<file path="src/rtl/eee_pkg.sv">
package eee_pkg;
  typedef enum logic [1:0] {
    ST_ACTIVE = 2'd0,
    ST_SLEEP  = 2'd1,
    ST_WAKE   = 2'd2
  } lpi_state_t;

  localparam int NUM_FLAGS   = 4;
  localparam int FLG_TX_IN   = 0;
  localparam int FLG_TX_OUT  = 1;
  localparam int FLG_RX_IN   = 2;
  localparam int FLG_RX_OUT  = 3;
endpackage

</file>
<file path="src/rtl/eee_tick_gen.sv">
module eee_tick_gen #(
  parameter int CLK_PER_US = 125,
  parameter int US_PER_MS  = 1000
) (
  input  logic clk,
  input  logic rst,
  output logic us_tick,
  output logic ms_tick
);
  localparam int UW = (CLK_PER_US > 1) ? $clog2(CLK_PER_US) : 1;
  localparam int MW = (US_PER_MS > 1) ? $clog2(US_PER_MS) : 1;

  logic [UW-1:0] us_cnt;
  logic [MW-1:0] ms_cnt;

  always_ff @(posedge clk) begin
    if (rst) begin
      us_cnt  <= '0;
      ms_cnt  <= '0;
      us_tick <= 1'b0;
      ms_tick <= 1'b0;
    end else begin
      us_tick <= 1'b0;
      ms_tick <= 1'b0;
      if (us_cnt == UW'(CLK_PER_US - 1)) begin
        us_cnt  <= '0;
        us_tick <= 1'b1;
      end else begin
        us_cnt <= us_cnt + 1'b1;
      end
      if (us_tick) begin
        if (ms_cnt == MW'(US_PER_MS - 1)) begin
          ms_cnt  <= '0;
          ms_tick <= 1'b1;
        end else begin
          ms_cnt <= ms_cnt + 1'b1;
        end
      end
    end
  end

  AST_MS_AFTER_US: assert property (@(posedge clk) disable iff (rst)
    ms_tick |-> $past(us_tick));
endmodule

</file>
<file path="src/rtl/eee_ls_timer.sv">
module eee_ls_timer #(
  parameter int LS_W = 11
) (
  input  logic            clk,
  input  logic            rst,
  input  logic            link_up,
  input  logic            ms_tick,
  input  logic [LS_W-1:0] ls_ms,
  output logic            ls_ok
);
  logic [LS_W:0] ls_cnt;

  assign ls_ok = ls_cnt > {1'b0, ls_ms};

  always_ff @(posedge clk) begin
    if (rst || !link_up) begin
      ls_cnt <= '0;
    end else if (ms_tick && !ls_ok) begin
      ls_cnt <= ls_cnt + 1'b1;
    end
  end

  AST_LS_RESTART: assert property (@(posedge clk) disable iff (rst)
    !link_up |=> !ls_ok);
endmodule

</file>
<file path="src/rtl/eee_lpi_fsm.sv">
module eee_lpi_fsm
  import eee_pkg::*;
#(
  parameter int TW_W = 16
) (
  input  logic            clk,
  input  logic            rst,
  input  logic            us_tick,
  input  logic            ls_ok,
  input  logic            cfg_lpi_en,
  input  logic            cfg_auto,
  input  logic            cfg_link_up,
  input  logic [TW_W-1:0] cfg_tw_us,
  input  logic            tx_pending,
  output logic            tx_lpi,
  output logic            tx_hold
);
  lpi_state_t    state, state_nxt;
  logic [TW_W:0] tw_cnt;
  logic          tw_done;

  assign tw_done = tw_cnt > {1'b0, cfg_tw_us};

  always_comb begin
    state_nxt = state;
    unique case (state)
      ST_ACTIVE:
        if (cfg_lpi_en && cfg_link_up && ls_ok && (!cfg_auto || !tx_pending))
          state_nxt = ST_SLEEP;
      ST_SLEEP:
        if (!cfg_lpi_en || !cfg_link_up || (cfg_auto && tx_pending))
          state_nxt = ST_WAKE;
      ST_WAKE:
        if (tw_done)
          state_nxt = ST_ACTIVE;
      default:
        state_nxt = ST_ACTIVE;
    endcase
  end

  always_ff @(posedge clk) begin
    if (rst) begin
      state   <= ST_ACTIVE;
      tw_cnt  <= '0;
      tx_lpi  <= 1'b0;
      tx_hold <= 1'b0;
    end else begin
      state   <= state_nxt;
      tx_lpi  <= (state_nxt == ST_SLEEP);
      tx_hold <= (state_nxt != ST_ACTIVE);
      if (state != ST_WAKE)
        tw_cnt <= '0;
      else if (us_tick && !tw_done)
        tw_cnt <= tw_cnt + 1'b1;
    end
  end

  AST_ENTRY_GATED: assert property (@(posedge clk) disable iff (rst)
    $rose(tx_lpi) |-> $past(ls_ok));
  AST_PENDING_WAKES: assert property (@(posedge clk) disable iff (rst)
    (tx_lpi && cfg_auto && tx_pending) |=> !tx_lpi);
  AST_LINK_DROP_EXIT: assert property (@(posedge clk) disable iff (rst)
    (tx_lpi && !cfg_link_up) |=> !tx_lpi);
  AST_HOLD_RELEASE: assert property (@(posedge clk) disable iff (rst)
    $fell(tx_hold) |-> $past(tw_cnt > {1'b0, cfg_tw_us}));
endmodule

</file>
<file path="src/rtl/eee_lpi_flags.sv">
module eee_lpi_flags
  import eee_pkg::*;
(
  input  logic                 clk,
  input  logic                 rst,
  input  logic                 tx_lpi,
  input  logic                 rx_lpi,
  input  logic                 flag_rd,
  input  logic                 irq_mask,
  output logic [NUM_FLAGS-1:0] flags,
  output logic                 irq
);
  logic                 tx_prev, rx_prev;
  logic [NUM_FLAGS-1:0] evt;

  assign evt[FLG_TX_IN]  =  tx_lpi && !tx_prev;
  assign evt[FLG_TX_OUT] = !tx_lpi &&  tx_prev;
  assign evt[FLG_RX_IN]  =  rx_lpi && !rx_prev;
  assign evt[FLG_RX_OUT] = !rx_lpi &&  rx_prev;

  always_ff @(posedge clk) begin
    if (rst) begin
      tx_prev <= 1'b0;
      rx_prev <= 1'b0;
      irq     <= 1'b0;
    end else begin
      tx_prev <= tx_lpi;
      rx_prev <= rx_lpi;
      irq     <= (|flags) && !irq_mask;
    end
  end

  for (genvar i = 0; i < NUM_FLAGS; i++) begin : g_flag
    always_ff @(posedge clk) begin
      if (rst)
        flags[i] <= 1'b0;
      else
        flags[i] <= evt[i] || (flags[i] && !flag_rd);
    end
  end

  AST_EVENT_LATCH: assert property (@(posedge clk) disable iff (rst)
    (|evt) |=> ((flags & $past(evt)) == $past(evt)));
  AST_CLEAR_ON_READ: assert property (@(posedge clk) disable iff (rst)
    (flag_rd && evt == '0) |=> (flags == '0));
  AST_IRQ_MASKED: assert property (@(posedge clk) disable iff (rst)
    irq_mask |=> !irq);
endmodule

</file>
<file path="src/rtl/eee_lpi_ctrl.sv">
module eee_lpi_ctrl
  import eee_pkg::*;
#(
  parameter int CLK_PER_US = 125,
  parameter int US_PER_MS  = 1000,
  parameter int LS_W       = 11,
  parameter int TW_W       = 16
) (
  input  logic                 clk,
  input  logic                 rst,
  input  logic                 cfg_lpi_en,
  input  logic                 cfg_auto,
  input  logic                 cfg_link_up,
  input  logic [LS_W-1:0]      cfg_ls_ms,
  input  logic [TW_W-1:0]      cfg_tw_us,
  input  logic                 tx_pending,
  input  logic                 rx_lpi,
  input  logic                 flag_rd,
  input  logic                 irq_mask,
  output logic                 tx_lpi,
  output logic                 tx_hold,
  output logic [NUM_FLAGS-1:0] lpi_flags,
  output logic                 lpi_irq
);
  logic us_tick, ms_tick, ls_ok;

  eee_tick_gen #(.CLK_PER_US(CLK_PER_US), .US_PER_MS(US_PER_MS)) u_tick (
    .clk(clk), .rst(rst), .us_tick(us_tick), .ms_tick(ms_tick));

  eee_ls_timer #(.LS_W(LS_W)) u_ls (
    .clk(clk), .rst(rst), .link_up(cfg_link_up), .ms_tick(ms_tick),
    .ls_ms(cfg_ls_ms), .ls_ok(ls_ok));

  eee_lpi_fsm #(.TW_W(TW_W)) u_fsm (
    .clk(clk), .rst(rst), .us_tick(us_tick), .ls_ok(ls_ok),
    .cfg_lpi_en(cfg_lpi_en), .cfg_auto(cfg_auto), .cfg_link_up(cfg_link_up),
    .cfg_tw_us(cfg_tw_us), .tx_pending(tx_pending),
    .tx_lpi(tx_lpi), .tx_hold(tx_hold));

  eee_lpi_flags u_flags (
    .clk(clk), .rst(rst), .tx_lpi(tx_lpi), .rx_lpi(rx_lpi),
    .flag_rd(flag_rd), .irq_mask(irq_mask), .flags(lpi_flags), .irq(lpi_irq));
endmodule

</file>
<file path="config.mk">
export PLATFORM = sky130hd
export DESIGN_NAME = eee_lpi_ctrl
export DESIGN_NICKNAME = d
export VERILOG_FILES = /design/src/rtl/eee_pkg.sv /design/src/rtl/eee_tick_gen.sv /design/src/rtl/eee_ls_timer.sv /design/src/rtl/eee_lpi_fsm.sv /design/src/rtl/eee_lpi_flags.sv /design/src/rtl/eee_lpi_ctrl.sv
export SDC_FILE = /design/constraint.sdc
export NUM_CORES = 1
export LEC_CHECK = 0
export BUFFER_PORTS_ARGS = -buffer_cell sky130_fd_sc_hd__buf_2
export CAP_MARGIN = 20
export CORE_ASPECT_RATIO = 0.8
export CORE_MARGIN = 2
export CORE_UTILIZATION = 30
export CTS_CLUSTER_DIAMETER = 100
export DETAILED_ROUTE_END_ITERATION = 10
export SYNTH_ARGS = -nofsm -noshare
export SYNTH_HDL_FRONTEND = slang
export SYNTH_HIERARCHICAL = 1
export SYNTH_SLANG_ARGS = --single-unit
export TNS_END_PERCENT = 30
</file>
<file path="constraint.sdc">
create_clock -name clk -period 5.3 [get_ports clk]
set_input_delay 0.795 -clock clk [delete_from_list [all_inputs] [get_ports clk]]
set_output_delay 0.795 -clock clk [all_outputs]
set_load 0.02 [all_outputs]
</file>
# Word level (Yosys, flattened, before mapping)
# Index checks and enable logic that the tools add are counted.
# W data, S select, Z words.
# op_classes
muxes	7
reduce_logical	41
eq_ne	6
bitwise	1
order_cmp	2
add_sub_neg	4
# op_table
cell	n
$add A17 B1 Y17 const B	1
$gt A17 B16 Y1	1
$logic_and A1 B1 Y1	15
$add A12 B1 Y12 const B	1
$gt A12 B11 Y1	1
$logic_not A1 Y1	12
$add A10 B1 Y10 const B	1
$eq A10 B10 Y1 const B	1
$mux W10	1
$logic_or A1 B1 Y1	8
$add A7 B1 Y7 const B	1
$eq A7 B7 Y1 const B	1
$mux W2	3
$pmux W2 S3	1
$reduce_or A2 Y1	3
$eq A2 B1 Y1 const B	2
$reduce_or A4 Y1	1
$eq A2 B2 Y1 const B	1
$logic_not A2 Y1	1
$mux W1	2
$ne A2 B2 Y1 const B	1
$reduce_bool A2 Y1	1
$not A1 Y1	1
# totals
word_cells	77
reg_bits	59
output_inout_bits	7
inputBits	36

# Longest topological paths before layout
# Gate-level depths: netlist (run 1).
# depth
word_depth	6
mapped_depth	11
ltp_nobuf	10

# By module
# Netlist (run 1), hierarchy kept.
# modules_own_cells
mod	area_each_um2	n_inst	cells_each	seq_area_each_um2
eee_lpi_fsm	1392.6	1	174	420.4
eee_ls_timer	904.6	1	110	240.2
eee_tick_gen	804.5	1	89	380.4
eee_lpi_flags	240.2	1	23	140.1

# Worst setup path after synthesis (run 1)
# No wires, ideal clock.
# synth_timing
path_kind	input-to-reg
startpoint	in cfg_tw_us[14]
endpoint	reg u_fsm.tw_cnt[6]
setup_time_ns	0.070
required_time_ns	5.230
path_buffers	1
path_slack_ns	2.639
arrival_time_ns	2.591
path_stages	9
path_cell_list	inv_1 > ha_1 > a21o_1 > a211oi_2 > o21ai_1 > o31a_1 > buf_6 > or4_1 > a21oi_1
# synth_between
elab_chain_cells	3
# synth_lines
element	line	source
from (decl)	eee_lpi_ctrl.sv:15	input logic [TW_W-1:0] cfg_tw_us,
$gt A17 B16 Y1	eee_lpi_fsm.sv:22	assign tw_done = tw_cnt > {1'b0, cfg_tw_us};
$logic_not A1 Y1	eee_lpi_fsm.sv:53	else if (us_tick && !tw_done)
$logic_and A1 B1 Y1	eee_lpi_fsm.sv:53	
to (signal assigned)	eee_lpi_fsm.sv:54	tw_cnt <= tw_cnt + 1'b1;
to (decl)	eee_lpi_fsm.sv:19	logic [TW_W:0] tw_cnt;
# No other way between the ends.
# A chain may end at the register's enable or synchronous reset.

# Worst setup path in the final report (run 1)
# layout_timing
startpoint	in cfg_tw_us[15]
endpoint	reg u_fsm.tx_hold
# layout_between
elab_chain_cells	4
# layout_lines
element	line	source
$gt A17 B16 Y1	eee_lpi_fsm.sv:22	
$mux W2	eee_lpi_fsm.sv:34	if (tw_done)
$pmux W2 S3	eee_lpi_fsm.sv:26	unique case (state)
$reduce_bool A2 Y1	eee_lpi_fsm.sv:50	tx_hold <= (state_nxt != ST_ACTIVE);
to (signal assigned)	eee_lpi_fsm.sv:50	
to (decl)	eee_lpi_fsm.sv:16	output logic tx_hold
# No other way between the ends.

==> reports/summary.md, run 1 <==
- 12420 um — first-pass GRT wire length
- 0 — Max Cap Viol
- 27 — maximum number of pins on one net before global-route repair
- 8.439 um^2 — synthesized area divided by synthesized cell count
- yes — CTS tree
- flip-flop — Critical Path End Type
- dfxtp_1 — leading area contributor after synthesis
- 4.995 — DR vias/cell
- 3316 um — sum of met2 wire segment lengths after detailed routing
- 0 — Hold Fails Final Rpt
- 0.3534 — share of the synthesized area in the top cell type
- 59 — number of different library cells in the post-synthesis netlist
- 162.1 uV — IR drop worst, VDD
- input pin — kind of launch point of the worst setup path
- 12.78 um — Avg WL per Cell
- 0 — number of instances resized during post-cts repair
- dfxtp_1 — most repeated cell in the gate-level netlist after synthesis
- 0 — remaining global-route overflow
- 0.5238 — Tcrit/Tclk final
- 12010 um^2 — Die ar.
- 507 — Post-layout nets
- 3342 um^2 — Synth Cell Area
- 330 ps — clock latency of the later-clocked register in the worst-skew pair
- 25 — maximum fanout encountered on the critical timing path
- 59 — register bit count reported by yosys
- 98.40 um — height of the chip
- 21.00% — Area growth syn-to-layout
- 5520 ps — worst path required time
- 0 — post-CTS repair timing setup buffer count
- input pin to flip-flop — critical path class
- 10850 um^2 — floorplan core area
- 0.1644 — proportion of layout cells with a drive suffix above 1
- 122.0 um — Horiz. Die Dim
- 296.9 nW/um^2 — pwr dens
- 2776 ps — final period demand of the worst path
- 1.677 nW — reported leakage power
- 0 — share of flip-flops with an asynchronous set or reset
- 1977 um^2 — area taken by multi-input logic gates
- 0.7579 — last weighted congestion value of the routability-driven placer
- buf_2, inv_1, ha_1, nand4b_1, or2_4, a311oi_2, o31a_1, o2bb2ai_1, or2_1 — cells along the critical path
- 2 — Max clock buf depth
- 3767 um — detailed-routing wirelength on met1
- complete, no violations — outcome
- 0.3081 — effective utilization at floorplan
- 2524 ps — worst-case setup margin in the final layout
- 0 — final count of negative-setup-slack endpoints
- 0 — quantity of hold-fixing buffers added after cts
- 0 — number of enable flip-flop cells after synthesis
- 7515 um — final wirelength
- 0 — antenna violation net count after detailed routing
- 1181 um^2 — footprint of the flip-flops and latches
- 700 ps — CP peak stage delay
- o31a_1 — library cell contributing the largest single delay on the critical path
- dfxtp_1 (59), a21oi_1 (38), inv_1 (34), ha_1 (32), nand2_1 (30) — most instantiated cells after synthesis
- 9 — TritonCTS Buffers
- compound AO/OA/AOI/OAI gates — Crit path max-delay family
- dfxtp_1 — most frequently used flop master after synthesis
- 0 ps — Final TNS setup
- false — setup repair after global routing missed its margin
- 2990 ps — arrival time worst endpoint
- 0 — antenna violations before repair
- 5.744 ps — Post-Route Skew
- 50 ps — clock slew at reported path FFs
- 59 — number of sinks handled by clock tree synthesis
- 0.1300 — GR Util All Layers
- 396 — post-synthesis cell count
- 0 — Remaining DRCs
- 2937 — overall via count from detail_route
- 0 — antenna diode instance count
- 3 — H-tree level count
- 0 — count of pins over their slew limit
- 2761 — number of global-route vias before repair
- met4 — highest signal layer in the routed design
- 34 — placement row count
- flip-flop to flip-flop — hold crit path type
- 43 — I/O pins
- 6 — number of synthesis warnings
- 192 — count of routing violations after the opening detailed-route iteration
- 2 — number of buffer and inverter stages on the critical path
- dfxtp_1 (35%), ha_1 (12%), a21oi_1 (5.7%) — top cells by area, synth
- 1105 — Filler Cell Count
- 779.7 ps — Tightest Pin Transition
- 0.4802 — headroom to the max-slew limit
- 464 — total nets after synthesis
- 42 — number of input and output port buffers inserted
- 4 — total iterations of the first detailed-routing run
- 0.3602 GHz — Max Clk Rate
- clkbuf_16 — root buf cell
- 0.3534 — sequential element share of the synthesized area
- 5640 um — DP Wirelength
- 381 um — routed wire length on met3
- 2184 ps — minimum setup slack after placement
==> power by group <==
group | switching (mW) | internal, mW
Combinational | 0.0282 | 0.0245
Sequential | 0.00468 | 0.450
Clock | 0.197 | 0.496
Total | 0.230 | 0.970
==> state kept, by name, indices dropped and copies added, names as in the netlist <==
name             count
u_fsm/tw_cnt        17
u_ls/ls_cnt         12
u_tick/ms_cnt       10
u_tick/us_cnt        7
u_flags/flags        4
u_fsm/state          2
u_flags/irq          1
u_flags/rx_prev      1
u_flags/tx_prev      1
u_fsm/tx_hold        1
u_fsm/tx_lpi         1
u_tick/ms_tick       1
u_tick/us_tick       1
==> layout make-up <==
type | count | share of cell area
inverter | 35 | 0.03311
clock inverter | 4 | 0.02351
timing repair buffer | 42 | 0.05198
clock buffer | 12 | 0.06590
multi-input combinational | 292 | 0.4889
sequential | 59 | 0.2921
tap | 144 | 0.04455
==> final timing paths <==
check / startpoint / end / slack (ps) / cells after the start
max reg2reg: u_fsm/tw_cnt[15]$_SDFFE_PP0P_ / u_fsm/tx_hold$_SDFF_PP0_ / 2740 / 7
min reg2reg: u_tick/us_cnt[0]$_SDFF_PP0_ / u_tick/us_cnt[0]$_SDFF_PP0_ / 460 / 1
min: u_tick/us_cnt[0]$_SDFF_PP0_ / u_tick/us_cnt[0]$_SDFF_PP0_ / 460 / 1
max: cfg_tw_us[15] / u_fsm/tx_hold$_SDFF_PP0_ / 2520 / 9
==> cells by family (layout without fill, tap and decap cells) <==
logic type | count (synthesis) | in the layout | synth area share
multiplexers | 1 | 1 | 0.002995
AND/OR/NAND/NOR | 159 | 159 | 0.2669
flip-flops | 59 | 59 | 0.3534
AO/OA/AOI/OAI | 90 | 90 | 0.1756
XOR/XNOR | 10 | 10 | 0.02621
buffers and inverters | 45 | 93 | 0.05503
adder cells (fa/ha/maj) | 32 | 32 | 0.1198
==> cell usage in the layout (no fill, tap or decap), types with 8 or more instances in the layout <==
cell type  instances
inv_1             34
buf_2             42
and3_1            10
clkbuf_16          9
o21ai_0            8
nand2_1           30
nor2_1            28
ha_1              32
or4_1             13
o31ai_1           13
dfxtp_1           59
nand3_1           23
a21oi_1           38
nand2b_1          11
nand4_1            8
==> through the flow <==
stage | std cells | total power [mW] | hold WS [ps] | instance area, um^2 | util
2_1_floorplan | 396 | 0.4931 | 429.7 | 3342 | -
3_3_place_gp | 572 | 0.5142 | 446.3 | 3682 | 0.3394
3_5_place_dp | 572 | 0.5167 | 453.6 | 3682 | 0.3394
4_1_cts | 588 | 1.214 | 465.0 | 4044 | 0.3728
5_1_grt | 588 | 1.241 | 486.5 | 4044 | 0.3728
6_report | 588 | 1.201 | 458.3 | 4044 | 0.3728
==> routing by layer <==
metal	up-vias	GRT usage
met2	55	0.2046
met3	5	0.04439
met5	-	0
li1	1526	-
met1	1351	0.1713
met4	0	0.03183
==> worst reg2reg max path, stage by stage, from the launching register on <==
cell and delay, ps:
dfxtp_1 340, ha_1 320, nand4b_1 170, or2_4 300
a311oi_2 270, o31a_1 700, o2bb2ai_1 130, or2_1 230
Note: power is estimated with default switching activity, not from simulation.
==> run 2, diff against run 1 <==
==> constraint.sdc (replaced) <==
create_clock -name clk -period 2.8 [get_ports clk]
set_input_delay 0.42 -clock clk [delete_from_list [all_inputs] [get_ports clk]]
set_output_delay 0.42 -clock clk [all_outputs]
set_load 0.02 [all_outputs]
==> run 2 against run 1 <==
Clock-buffer cell count is 2 higher. Final cell count is 0.51% higher. Non-clock buffer count is 3 higher. Critical endpoint unchanged. Largest cell class unchanged. Largest power group unchanged.
==> reports/summary.md, run 2 (same netlist as run 1, synthesis figures left out) <==
- 0 — post-CTS repair timing setup buffer count
- false — setup repair after global routing missed its margin
- 3 — H-tree level count
- 2818 — number of global-route vias before repair
- 320 ps — clock latency of the later-clocked register in the worst-skew pair
- 0 — antenna diode instance count
- flip-flop to flip-flop — critical path class
- 0 — Remaining DRCs
- 17 — number of flip-flops under the largest register name
- 1.651 nW — reported leakage power
- 0.2155 — switching power share of the total
- 276.3 uV — IR drop worst, VDD
- 0 — number of instances resized during post-cts repair
- 1138 — Filler Cell Count
- clkbuf_16 — root buf cell
- 0 — remaining global-route overflow
- 0.1386 — GR Util All Layers
- flip-flop — kind of launch point of the worst setup path
- 0.1633 — proportion of layout cells with a drive suffix above 1
- 0.511 — Clock Power Share
- 0.051 — Combinational Power Share
- 494.2 nW/um^2 — pwr dens
- 42 — number of input and output port buffers inserted
- 59 — number of sinks handled by clock tree synthesis
- 0 — antenna violation net count after detailed routing
- 34 — placement row count
- 43 — I/O pins
- 0 — Max Cap Viol
- 303.9 ps — final hold slack
- 9 — TritonCTS Buffers
- dfxtp_1 — most common cell after layout, fill and taps aside
- 2 — Max clock buf depth
- 0 ps — Final TNS setup
- 0 — count of pins over their slew limit
- 25 — maximum fanout encountered on the critical timing path
- 0.3668 — final design utilization
- 3010 ps — worst path required time
- 4 — total iterations of the first detailed-routing run
- 0 — antenna violations before repair
- 26 — maximum number of pins on one net before global-route repair
- 50 ps — clock slew at reported path FFs
- 0 — final count of negative-setup-slack endpoints
- 5.289 ps — Post-Route Skew
- 0.9081 — Tcrit/Tclk final
- 0.7365 — last weighted congestion value of the routability-driven placer
- 0.4904 — headroom to the max-slew limit
- input pin to flip-flop — hold crit path type
- 0 — quantity of hold-fixing buffers added after cts
- 0.4238 mW — net switching power of the design
- 2988 — overall via count from detail_route
- 13120 um — first-pass GRT wire length
- yes — CTS tree
- 510 — Post-layout nets
- 198 — count of routing violations after the opening detailed-route iteration
- dfxtp_1 (59), buf_2 (42), a21oi_1 (38), inv_1 (34), ha_1 (32) — commonest cells after routing, fill and taps aside
- 122.0 um — Horiz. Die Dim
- 2750 ps — arrival time worst endpoint
- 5718 um — DP Wirelength
- 19.06% — Area growth syn-to-layout
- 0.438 — proportion of power drawn by flip-flops and latches
- 2543 ps — final period demand of the worst path
- 12010 um^2 — Die ar.
- u_fsm/tw_cnt — largest register by flop count
- 7742 um — final wirelength
- 98.40 um — height of the chip
- flip-flop — Critical Path End Type
- 5.056 — DR vias/cell
- 10850 um^2 — floorplan core area
- 575 — placed cell count
- u_fsm/tw_cnt: 17 flops, u_ls/ls_cnt: 12 flops, u_tick/ms_cnt: 10 flops — largest registers ranked by flip-flop count
- 591 — Cell Count, Final, Fillers Out
- 764.5 ps — Tightest Pin Transition
- 0.3081 — effective utilization at floorplan
- complete, no violations — outcome
- 0.3933 GHz — Max Clk Rate
- 13.10 um — Avg WL per Cell
- 0 — Hold Fails Final Rpt
- 1.542 mW — cell-internal power
-- run 2: final cells by class --
class                      instances  area (um^2)  area share
sequential                        59         1181      0.2969
inverter                          35        133.9     0.03365
timing repair buffer              45        232.7     0.05849
tap                              144        180.2     0.04528
clock inverter                     2        10.01    0.002516
clock buffer                      14        264.0     0.06635
multi-input combinational        292         1977      0.4969
-- run 2: stage by stage --
step	worst slack, ps	power [mW]	cell area (um^2)
finish	257.4	1.966	3979
global route	43.05	2.058	3979
CTS	251.0	1.996	3979
detailed placement	51.81	0.9787	3705
global placement	146.9	0.9748	3705
floorplan	513.7	0.9333	3342
-- run 2: layer usage --
metal	wire, um	share of wire	up-vias	track usage
met5	0	0	-	0
met4	63	0.0081	0	0.03448
met3	440	0.057	9	0.05199
met2	3412	0.44	50	0.2097
met1	3825	0.49	1392	0.1863
li1	-	-	1537	-
-- run 2: critical path, cell delays in order (launching register included) --
cell and delay, ps:
dfxtp_1 330, ha_1 310, nand4b_1 170, or2_4 300
a311oi_2 250, o31a_1 680, o2bb2ai_1 150, or2_1 230
-- run 2: worst paths after layout --
path	startpoint	end	slack, ps	cells past startpoint
setup / recovery	u_fsm/tw_cnt[15]$_SDFFE_PP0P_	u_fsm/tx_hold$_SDFF_PP0_	260	7
hold reg to reg	u_tick/us_cnt[0]$_SDFF_PP0_	u_tick/us_cnt[0]$_SDFF_PP0_	460	1
setup reg to reg	u_fsm/tw_cnt[15]$_SDFFE_PP0P_	u_fsm/tx_hold$_SDFF_PP0_	260	7
hold / removal	irq_mask	u_flags/irq$_SDFF_PP0_	300	2
-- run 2: power groups by stage --
stage	Sequential [mW]	Combinational, mW	Clock [mW]
2_1_floorplan	0.878	0.0553	0
3_3_place_gp	0.877	0.0980	0
3_5_place_dp	0.877	0.102	0
4_1_cts	0.860	0.102	1.03
5_1_grt	0.861	0.116	1.08
6_report	0.861	0.101	1.00
